## config.mk

```make
export PLATFORM = sky130hd
export DESIGN_NAME = bert_rx_sync
export DESIGN_NICKNAME = d
export VERILOG_FILES = /design/src/rtl/bert_rx_sync.sv
export SDC_FILE = /design/constraint.sdc
export NUM_CORES = 1
export LEC_CHECK = 0
export BUFFER_PORTS_ARGS = -buffer_cell sky130_fd_sc_hd__buf_2
export CAP_MARGIN = 15
export CORE_MARGIN = 1
export CORE_UTILIZATION = 53
export DETAILED_ROUTE_END_ITERATION = 6
export GPL_ROUTABILITY_DRIVEN = 0
export PLACE_DENSITY = 0.85
export SKIP_CTS_REPAIR_TIMING = 1
export SLEW_MARGIN = 30
export SYNTH_ARGS = -nofsm -noshare
export SYNTH_HDL_FRONTEND = slang
export SYNTH_SLANG_ARGS = --single-unit
```

## constraint.sdc

```tcl
create_clock -name clk -period 2.97 [get_ports clk]
set_input_delay 0.297 -clock clk [delete_from_list [all_inputs] [get_ports clk]]
set_output_delay 0.297 -clock clk [all_outputs]
set_load 0.01 [all_outputs]
```

## src/rtl/bert_rx_sync.sv

```systemverilog
module bert_rx_sync #(
  parameter int PRBS_LEN  = 15,
  parameter int TAP_HI    = 15,
  parameter int TAP_LO    = 14,
  parameter int LOCK_RUN  = 32,
  parameter int WIN       = 64,
  parameter int ERR_LIMIT = 6,
  parameter int ZERO_RUN  = 31,
  parameter int ERR_W     = 24,
  parameter int BIT_W     = 32
) (
  input  logic             clk,
  input  logic             rst_n,
  input  logic             bit_en,
  input  logic             bit_in,
  input  logic             cnt_clr,
  input  logic             resync,
  output logic             in_sync,
  output logic [ERR_W-1:0] err_cnt,
  output logic [BIT_W-1:0] bit_cnt,
  output logic             err_pulse,
  output logic             search_pulse,
  output logic             err_sat_pulse,
  output logic             bit_sat_pulse,
  output logic             all_zeros
);

  localparam int RUN_W = $clog2(LOCK_RUN + 1);
  localparam int WCW   = $clog2(WIN + 1);
  localparam int ZW    = $clog2(ZERO_RUN + 1);
  localparam logic [ERR_W-1:0] ERR_MAX = {ERR_W{1'b1}};
  localparam logic [BIT_W-1:0] BIT_MAX = {BIT_W{1'b1}};

  logic [PRBS_LEN-1:0] gen;
  logic [RUN_W-1:0]    run;
  logic [WIN-1:0]      hist;
  logic [WCW-1:0]      win_cnt;
  logic [ZW-1:0]       zrun;

  logic pred, mismatch, locked_bit, lock_hit, loss_hit;
  logic [WCW-1:0] win_nxt;

  assign pred       = gen[TAP_HI-1] ^ gen[TAP_LO-1];
  assign mismatch   = bit_in ^ pred;
  assign locked_bit = bit_en && in_sync && !resync;
  assign win_nxt    = win_cnt + WCW'(mismatch) - WCW'(hist[WIN-1]);
  assign lock_hit   = bit_en && !in_sync && !resync && !mismatch
                      && (run == RUN_W'(LOCK_RUN - 1));
  assign loss_hit   = locked_bit && (win_nxt >= WCW'(ERR_LIMIT));
  assign all_zeros  = (zrun == ZW'(ZERO_RUN));

  // Lock state machine, reference generator and loss window
  always_ff @(posedge clk) begin
    if (!rst_n) begin
      in_sync      <= 1'b0;
      gen          <= '0;
      run          <= '0;
      hist         <= '0;
      win_cnt      <= '0;
      search_pulse <= 1'b0;
      err_pulse    <= 1'b0;
    end else begin
      search_pulse <= 1'b0;
      err_pulse    <= 1'b0;
      if (resync) begin
        in_sync      <= 1'b0;
        run          <= '0;
        search_pulse <= 1'b1;
      end else if (bit_en && !in_sync) begin
        gen <= {gen[PRBS_LEN-2:0], bit_in};
        if (lock_hit) begin
          in_sync <= 1'b1;
          run     <= '0;
          hist    <= '0;
          win_cnt <= '0;
        end else begin
          run <= mismatch ? '0 : run + 1'b1;
        end
      end else if (locked_bit) begin
        gen       <= {gen[PRBS_LEN-2:0], pred};
        hist      <= {hist[WIN-2:0], mismatch};
        win_cnt   <= win_nxt;
        err_pulse <= mismatch;
        if (loss_hit) begin
          in_sync      <= 1'b0;
          run          <= '0;
          search_pulse <= 1'b1;
        end
      end
    end
  end

  // Saturating counters
  always_ff @(posedge clk) begin
    if (!rst_n) begin
      err_cnt       <= '0;
      bit_cnt       <= '0;
      err_sat_pulse <= 1'b0;
      bit_sat_pulse <= 1'b0;
    end else begin
      err_sat_pulse <= 1'b0;
      bit_sat_pulse <= 1'b0;
      if (cnt_clr) begin
        err_cnt <= '0;
        bit_cnt <= '0;
      end else if (locked_bit) begin
        if (bit_cnt != BIT_MAX) begin
          bit_cnt       <= bit_cnt + 1'b1;
          bit_sat_pulse <= (bit_cnt == BIT_MAX - 1'b1);
        end
        if (mismatch && err_cnt != ERR_MAX) begin
          err_cnt       <= err_cnt + 1'b1;
          err_sat_pulse <= (err_cnt == ERR_MAX - 1'b1);
        end
      end
    end
  end

  // Zero-run detector
  always_ff @(posedge clk) begin
    if (!rst_n) zrun <= '0;
    else if (bit_en) zrun <= bit_in ? '0 : (all_zeros ? zrun : zrun + 1'b1);
  end

  AST_LOCK_ON_BIT: assert property (@(posedge clk) disable iff (!rst_n)
    $rose(in_sync) |-> $past(bit_en) && !$past(resync));
  AST_WIN_BELOW_LIMIT: assert property (@(posedge clk) disable iff (!rst_n)
    in_sync |-> win_cnt < WCW'(ERR_LIMIT));
  AST_NO_COUNT_SEARCH: assert property (@(posedge clk) disable iff (!rst_n)
    (!in_sync && !cnt_clr) |=> $stable(bit_cnt) && $stable(err_cnt));
  AST_ERR_MONO: assert property (@(posedge clk) disable iff (!rst_n)
    !cnt_clr |=> err_cnt >= $past(err_cnt));
  AST_ESAT_ONCE: assert property (@(posedge clk) disable iff (!rst_n)
    err_sat_pulse |=> !err_sat_pulse);
  AST_BIT_MONO: assert property (@(posedge clk) disable iff (!rst_n)
    !cnt_clr |=> bit_cnt >= $past(bit_cnt));
  AST_CLEAR: assert property (@(posedge clk) disable iff (!rst_n)
    cnt_clr |=> err_cnt == '0 && bit_cnt == '0);
  AST_ZERO_RISE: assert property (@(posedge clk) disable iff (!rst_n)
    $rose(all_zeros) |-> $past(bit_en) && !$past(bit_in));
  AST_RESYNC_DROP: assert property (@(posedge clk) disable iff (!rst_n)
    resync |=> !in_sync && search_pulse);
  AST_ERR_PULSE_SYNC: assert property (@(posedge clk) disable iff (!rst_n)
    err_pulse |-> $past(in_sync));

endmodule

```

# After elaboration in Yosys (flattened, before gate mapping)
# Index checks and enable logic that the tools add are counted.
[op_classes]
add_sub_neg = 6
order_cmp = 1
n_eq_ne = 8
n_mux = 23
n_bitwise = 7
reduce_logical = 25
[op_table]
columns = ["cell", "n"]
rows = [
  ["$mux 64", 3],
  ["$add 32x1->32 const B", 1],
  ["$eq 32x32->1 const B", 1],
  ["$ne 32x32->1 const B", 1],
  ["$mux 15", 2],
  ["$mux 6", 5],
  ["$add 24x1->24 const B", 1],
  ["$eq 24x24->1 const B", 1],
  ["$ne 24x24->1 const B", 1],
  ["$mux 7", 3],
  ["$reduce_or 4->1", 3],
  ["$mux 5", 2],
  ["$reduce_and 2->1", 5],
  ["$logic_and 1x1->1", 8],
  ["$mux 1", 8],
  ["$add 7x1->7", 1],
  ["$ge 7x3->1 const B", 1],
  ["$sub 7x1->7", 1],
  ["$add 6x1->6 const B", 1],
  ["$eq 6x5->1 const B", 1],
  ["$reduce_and 3->1", 2],
  ["$add 5x1->5 const B", 1],
  ["$eq 5x5->1 const B", 1],
  ["$not 1->1", 5],
  ["other kinds (5)", 11],
]
[totals]
register_bits = 158
input_bits = 6
out_inout_bits = 62
wordCells = 82

# Logic depth before layout (Yosys ltp)
# Gate-level depths: netlist (run 1).
[depth]
depth_word = 10
depth_mapped = 11
ltp_nobuf = 11

# Least setup slack after synthesis (run 1)
# Ideal clock, no wire load.
[synth_timing]
path_type = "reg-to-reg"
startpoint = "reg gen[13]"
endpoint = "reg run[2]"
setup_time_ns = 0.091
arrival_time_ns = 2.817
required_time_ns = 2.879
setup_slack_ns = 0.062
path_stages_with_launch = 12
n_path_buf = 0
synth_period_minus_slack_ns = 2.908
path_cell_list = "dfxtp_1 > xor3_2 > xor2_1 > ha_1 > inv_1 > fa_1 > nor2b_1 > o311ai_0 > a21oi_1 > mux2i_1 > o2111ai_1 > a311oi_1"
[synth_between]
elab_chain_len = 8
word_cells_on_any_way = 14
cone_classes = "add/sub: 2; order compare: 1; mux: 3; bitwise: 2; reduce/logical: 6"
[synth_rtl]
columns = ["element", "line_no", "text"]
rows = [
  ["from (decl)", "34", "logic [PRBS_LEN-1:0] gen;"],
  ["from (signal assigned)", "70", "gen <= {gen[PRBS_LEN-2:0], bit_in};"],
  ["from (signal assigned)", "80", "gen <= {gen[PRBS_LEN-2:0], pred};"],
  ["$xor 1x1->1 (*)", "43", "assign pred = gen[TAP_HI-1] ^ gen[TAP_LO-1];"],
  ["$xor 1x1->1 (*)", "44", "assign mismatch = bit_in ^ pred;"],
  ["$add 7x1->7", "46", "assign win_nxt = win_cnt + WCW'(mismatch) - WCW'(hist[WIN-1]);"],
  ["$sub 7x1->7", "46", ""],
  ["$ge 7x3->1", "49", "assign loss_hit = locked_bit && (win_nxt >= WCW'(ERR_LIMIT));"],
  ["$logic_and 1x1->1", "49", ""],
  ["$reduce_bool 2->1 (no source line)", "n/a", ""],
  ["$reduce_and 2->1 (no source line)", "n/a", ""],
  ["to (signal assigned)", "77", "run <= mismatch ? '0 : run + 1'b1;"],
  ["to (decl)", "35", "logic [RUN_W-1:0] run;"],
]
# Mark *: on every way between the ends. The rest lies on a longest branch, timed or not.
# A chain may end at the register's enable or synchronous reset.

# Final worst setup path (run 1)
[layout_timing]
startpoint = "reg gen[14]"
endpoint = "reg run[5]"
# The elaborated chain is that of the path after synthesis.

==> results of run 1 <==
==> synth_stat cells, types with 2 or more instances <==
master | number | area share, %
a211oi_1 | 5 | 0.55
a21boi_0 | 16 | 1.8
a21oi_1 | 19 | 1.4
a22oi_1 | 68 | 7.5
a311oi_1 | 2 | 0.26
a31oi_1 | 4 | 0.37
and2_1 | 4 | 0.37
and3_1 | 10 | 0.92
and4_1 | 10 | 1.3
buf_1 | 3 | 0.17
clkbuf_1 | 32 | 1.8
dfxtp_1 | 158 | 47
ha_1 | 13 | 2.4
inv_1 | 18 | 1.0
mux2i_1 | 3 | 0.44
nand2_1 | 63 | 3.5
nand2b_1 | 6 | 0.55
nand3_1 | 20 | 1.5
nand4_1 | 29 | 2.7
nor2_1 | 70 | 3.9
nor2b_1 | 78 | 7.2
nor3_1 | 8 | 0.59
nor4_1 | 5 | 0.46
o211ai_1 | 2 | 0.22
o21a_1 | 2 | 0.22
o21ai_0 | 18 | 1.3
o31ai_1 | 2 | 0.22
or2_2 | 3 | 0.28
or3_1 | 12 | 1.1
or4_1 | 3 | 0.33
xnor2_1 | 16 | 2.1
xor2_1 | 33 | 4.3
==> routing by layer <==
metal  track usage [%]  share of wire [%]  vias to the layer above
li1                  -                  -                     2780
met1              28.3                 45                     2702
met2              36.2                 48                      147
met3              6.69                5.4                       16
met4              9.35                1.5                        0
met5                 0                  0                        -
==> critical path: stages (launching register included) <==
cell       delay (ns)
dfxtp_2          0.34
xor3_2           0.39
xor2_1           0.16
ha_2             0.20
inv_1            0.05
fa_2             0.34
nor2b_1          0.15
o311ai_0         0.12
a21oi_1          0.20
mux2i_1          0.27
o2111ai_2        0.16
buf_6            0.17
a31oi_1          0.16
==> power by group <==
part | switching, mW | total (mW) | internal [mW] | leakage (nW)
combinational | 0.0672 | 0.106 | 0.0388 | 1.25
sequential | 0.00230 | 2.12 | 2.12 | 1.27
clock | 0.830 | 2.39 | 1.56 | 0.322
==> cell type report <==
class                      count  area share [%]
timing repair buffer          79            5.54
inverter                      18           0.847
tap                          168            2.63
clock inverter                14            2.79
clock buffer                  17            5.33
sequential                   158            39.7
multi-input combinational    540            43.2
==> registers in the layout, indices dropped and copies added (netlist names), 5 cells and up <==
name     flops
win_cnt      7
hist        64
run          6
gen         15
err_cnt     24
bit_cnt     32
zrun         5
==> kinds of logic (layout without fill, tap and decap cells) <==
logic type	Yosys count	count (layout)	share of synthesized area [%]
compound gates	147	147	15.0
xor+xnor	50	50	6.70
fa+ha+maj	14	14	2.70
buf+inv	55	128	3.08
flops	158	158	46.7
mux	3	3	0.443
simple gates	326	326	25.4
==> path summary, 6_finish.rpt <==
path / end / depth (start not counted) / start
max: run[5]$_SDFFE_PP0P_ / 12 / gen[14]$_SDFFE_PN0P_
min: search_pulse$_SDFF_PN0_ / 2 / resync
max reg2reg: run[5]$_SDFFE_PP0P_ / 12 / gen[14]$_SDFFE_PN0P_
min reg2reg: gen[2]$_SDFFE_PN0P_ / 2 / gen[1]$_SDFFE_PN0P_
==> impl_metrics.json, run 1 <==
{
  "grt_usage_pct": 22.5,
  "clk_pin_slew_worst_paths_ns": 0.06,
  "max_freq_mhz": 360,
  "cts-root-buf": "clkbuf_16",
  "vias_per_cell": 5.68,
  "maxSlewHeadroom_pct": 56.5,
  "layout_common_cells": "dfxtp_1, nor2b_1, nor2_1",
  "nets": 834,
  "yosysSeqAreaShare_pct": 46.7,
  "die-area_um2": 13200,
  "fin_cells": 994,
  "synth_edf_count": 0,
  "place_inst": 961,
  "power_leakage_nw": 2.85,
  "placedInstanceArea_um2": 7290,
  "chipHeight_um": 115,
  "synth_nets": 773,
  "synthFlopType": "dfxtp_1",
  "tns_ns": 0,
  "syn_area_um2": 6780,
  "drc": 0,
  "ioPinCount": 68,
  "dr_total_vias": 5645,
  "drv_slew": 0,
  "arrival_ns": 3.12,
  "start_util_pct": 55.5,
  "outcome": "finished clean",
  "antenna_cells": 0,
  "clk_latency_ns": 0.42,
  "area_growth_pct": 17.7,
  "seq_area_um2": 3160,
  "multi_input_area_um2": 3450,
  "wl_per_cell_um": 14.2,
  "design_area_um2": 7980,
  "rows": 40,
  "start_kind": "register",
  "die_width_um": 115,
  "synthDistinctLibCells": 50,
  "drtIter0Drc": 422,
  "cap_viol_max_count": 0,
  "numPortBuffers": 67,
  "core_area_um2": 12200,
  "critPathMaxFanout": 5,
  "finClkSkew_ns": 0.00849,
  "hpwl_mm": 8.72,
  "cts_tree": "done",
  "yosys_register_bits": 158,
  "drt.antenna.violating_nets": 0,
  "endpoint_kind": "register",
  "criticalPathCategory": "register to register",
  "setup_violations": 0,
  "final_common_cell": "dfxtp_1",
  "tightest_slew_ns": 0.650,
  "drive_gt1_share_pct": 15.5,
  "finalWorstSetupSlack_ns": 0.192,
  "hold_violations": 0,
  "timing.hold.ws_ns": 0.195,
  "post-place-ws_ns": 0.0656,
  "period_minus_slack_ns": 2.78,
  "required_ns": 3.32,
  "ir_worst_vdd_uv": 540,
  "clockBufferDepth": 2,
  "numCtsBuffers": 17,
  "final_util_pct": 65.3,
  "rsz0062_at_grt": "no",
  "fillers": 974,
  "antenna_found_initial": 0,
  "grt_max_degree": 68,
  "yosysWarnings": 0,
  "timing.final.crit_share_pct": 93.5,
  "h-tree-depth": 4,
  "grt_pass1_wl_mm": 23.6,
  "first_global_vias": 5065,
  "power_mw": 4.62,
  "synth_area_per_cell_um2": 9.00,
  "globalRouteOverflowTotal": 0,
  "wl_mm": 14.1,
  "reg2reg_slack_ns": 0.19,
  "async_flop_share_pct": 0,
  "synthCells": 753,
  "cts_sinks": 158,
  "powerDensity_nw_per_um2": 579,
  "detail_route.first_pass.iterations": 5,
  "holdCritPathClass": "input pin to register"
}
(Power assumes the default switching activity.)
==> inputs of run 2 (changes only) <==
--- a/config.mk
+++ b/config.mk
@@ -7,2 +7,3 @@
 export LEC_CHECK = 0
+export ABC_AREA = 1
 export BUFFER_PORTS_ARGS = -buffer_cell sky130_fd_sc_hd__buf_2
@@ -10,3 +11,3 @@
 export CORE_MARGIN = 1
-export CORE_UTILIZATION = 53
+export CORE_UTILIZATION = 54
 export DETAILED_ROUTE_END_ITERATION = 6
--- a/constraint.sdc
+++ b/constraint.sdc
@@ -3,2 +3,2 @@
 set_output_delay 0.297 -clock clk [all_outputs]
-set_load 0.01 [all_outputs]
+set_load 0.05 [all_outputs]
==> run 2 against run 1 <==
Effect of this change: critical path depth is 7 higher; global-route usage is 0.58 points higher; register-to-register slack better by 0.05 ns; final cell count increased by 33%; non-clock buffer count shrank 4; setup slack improved by 0.052 ns; cell area grew 5.9%; largest cell class unchanged; via count rose by 21%; die area grew 8.2%; sequential power about the same.
==> impl_metrics.json, run 2 <==
{
  "outcome": "finished clean",
  "synth_area_per_cell_um2": 6.93,
  "dr_total_vias": 6845,
  "cts_tree": "done",
  "holdCritPathClass": "input pin to register",
  "grt_usage_pct": 23.1,
  "post-place-ws_ns": 0.161,
  "endpoint_kind": "register",
  "antenna_cells": 0,
  "required_ns": 3.32,
  "fillers": 1168,
  "max_freq_mhz": 367,
  "final_common_cell": "nand2_1",
  "ir_worst_vdd_uv": 571,
  "vias_per_cell": 5.17,
  "syn_area_um2": 7480,
  "synth_top_area_share_pct": 42.3,
  "async_flop_share_pct": 0,
  "die-area_um2": 14300,
  "yosysSeqAreaShare_pct": 42.3,
  "cp_cell_sequence": "xnor2_2 > xnor2_2 > nor2_2 > inv_1 > nand2_1 > ha_1 > inv_1 > fa_1 > inv_1 > nand2_1 > nand2_1 > nand2_1 > nand2_1 > nand2_1 > nor2_1 > nand3_1 > nand2_2 > nand2_1 > a21oi_1",
  "rows": 42,
  "max_stage_delay_ns": 0.39,
  "setup_violations": 0,
  "grtUsageMet2_pct": 38.8,
  "start_kind": "register",
  "numPortBuffers": 67,
  "finalWorstSetupSlack_ns": 0.244,
  "hpwl_mm": 10.5,
  "area_growth_pct": 12.9,
  "timing.hold.ws_ns": 0.233,
  "tightest_slew_ns": 0.793,
  "chipHeight_um": 120,
  "clockBufferDepth": 2,
  "criticalPathCategory": "register to register",
  "ioPinCount": 68,
  "crit_slowest_cell": "fa_1",
  "yosys-top-cells-count": "nand2_1, dfxtp_1, a21oi_1",
  "grtUsageMet3_pct": 5.89,
  "placedInstanceArea_um2": 7870,
  "wl_per_cell_um": 12.1,
  "grt_max_degree": 72,
  "maxSlewHeadroom_pct": 47.1,
  "drc": 0,
  "antenna_found_initial": 0,
  "grt_pass1_wl_mm": 27.2,
  "power_leakage_nw": 3.33,
  "reg2reg_slack_ns": 0.24,
  "drt.antenna.violating_nets": 0,
  "critPathMaxFanout": 7,
  "die_width_um": 120,
  "wl_mm": 16.0,
  "clk_pin_slew_worst_paths_ns": 0.06,
  "detail_route.first_pass.iterations": 5,
  "cts_sinks": 158,
  "numCtsBuffers": 17,
  "layout_common_cells": "nand2_1, dfxtp_1, a21oi_1",
  "period_minus_slack_ns": 2.73,
  "path_common_cell": "nand2_1",
  "synthTopCellsByArea": "dfxtp_1, nand2_1, a21oi_1, nor2_1, inv_1",
  "grt.busiest_layer": "met2",
  "globalRouteOverflowTotal": 0,
  "top_register": "hist",
  "clk_latency_ns": 0.42,
  "use_met1_pct": 29.1,
  "finClkSkew_ns": 0.00629,
  "h-tree-depth": 4,
  "core_area_um2": 13400,
  "cts-root-buf": "clkbuf_16",
  "arrival_ns": 3.08,
  "yosys.area.top_type": "dfxtp_1",
  "yosys_register_bits": 158,
  "synthDistinctLibCells": 33,
  "yosysWarnings": 0,
  "drtIter0Drc": 564,
  "synthCells": 1080,
  "cp_top_family": "simple AND/OR/NAND/NOR gates",
  "cap_viol_max_count": 0,
  "first_global_vias": 6095,
  "crit_buf_inv": 3,
  "start_util_pct": 55.8,
  "timing.final.crit_share_pct": 91.8,
  "design_area_um2": 8450,
  "synth_nets": 1100,
  "drive_gt1_share_pct": 10.7,
  "synthFlopType": "dfxtp_1",
  "synth_edf_count": 0,
  "powerDensity_nw_per_um2": 517,
  "hold_violations": 0,
  "drv_slew": 0,
  "top_regs": "hist: 64 flops, bit_cnt: 32 flops, err_cnt: 24 flops",
  "post-synth-top-count-cell": "nand2_1",
  "largest_register_ffs": 64,
  "nets": 1154
}
-- run 2: path summary, 6_finish.rpt --
path	start	endpoint	cells past startpoint
setup / recovery	gen[14]$_SDFFE_PN0P_	run[5]$_SDFFE_PP0P_	19
hold reg to reg	hist[45]$_SDFFE_PN0P_	hist[46]$_SDFFE_PN0P_	2
hold / removal	rst_n	search_pulse$_SDFF_PN0_	3
setup reg to reg	gen[14]$_SDFFE_PN0P_	run[5]$_SDFFE_PP0P_	19
-- run 2: logic make-up (layout without fill, tap and decap cells) --
family / after synthesis / count (layout) / synth area share [%]
xor gates and xnor gates: 44 / 44 / 5.35
adders and majority gates: 14 / 14 / 2.44
AOI/OAI and AO/OA: 166 / 166 / 11.5
DFF: 158 / 158 / 42.3
and+or+nand+nor: 578 / 578 / 31.5
buffers and inverters: 120 / 187 / 6.99
-- run 2: layout make-up --
| cell class | instances | area [um2] | area share (%) |
|---|---|---|---|
| multi-input cells | 802 | 3800 | 45.0 |
| clock inverters | 11 | 118 | 1.39 |
| repair buffers | 75 | 395 | 4.68 |
| flip-flops and latches | 158 | 3160 | 37.4 |
| well taps | 176 | 220 | 2.61 |
| clock buffers | 21 | 450 | 5.33 |
| inverters | 80 | 300 | 3.56 |
-- run 2: metal layers --
layer | routed length [um] | vias to the layer above | part of all wire (%)
li1 | - | 3560 | -
met1 | 7300 | 3065 | 46
met2 | 7550 | 194 | 47
met3 | 844 | 26 | 5.3
met4 | 268 | 0 | 1.7
met5 | 0 | - | 0
-- run 2: tightest hold or removal path: stages --
cell and delay [ns]:
buf_2 0.19, nand2_1 0.10, inv_1 0.03
-- run 2: stage by stage --
step	TNS [ns]	power, mW	util, %	std cells
finish	0	4.37	63.0	1323
global route	-0.0413	4.51	63.0	1323
CTS	0	4.39	62.9	1322
detailed placement	0	2.32	58.7	1290
global placement	0	2.32	58.7	1290
floorplan	0	2.29	-	1080
-- run 2: power by group --
group	total [mW]	internal, mW	leakage (nW)	switching, mW
clock	2.09	1.25	0.277	0.836
sequential	2.15	2.14	1.28	0.00967
combinational	0.130	0.0346	1.77	0.0958
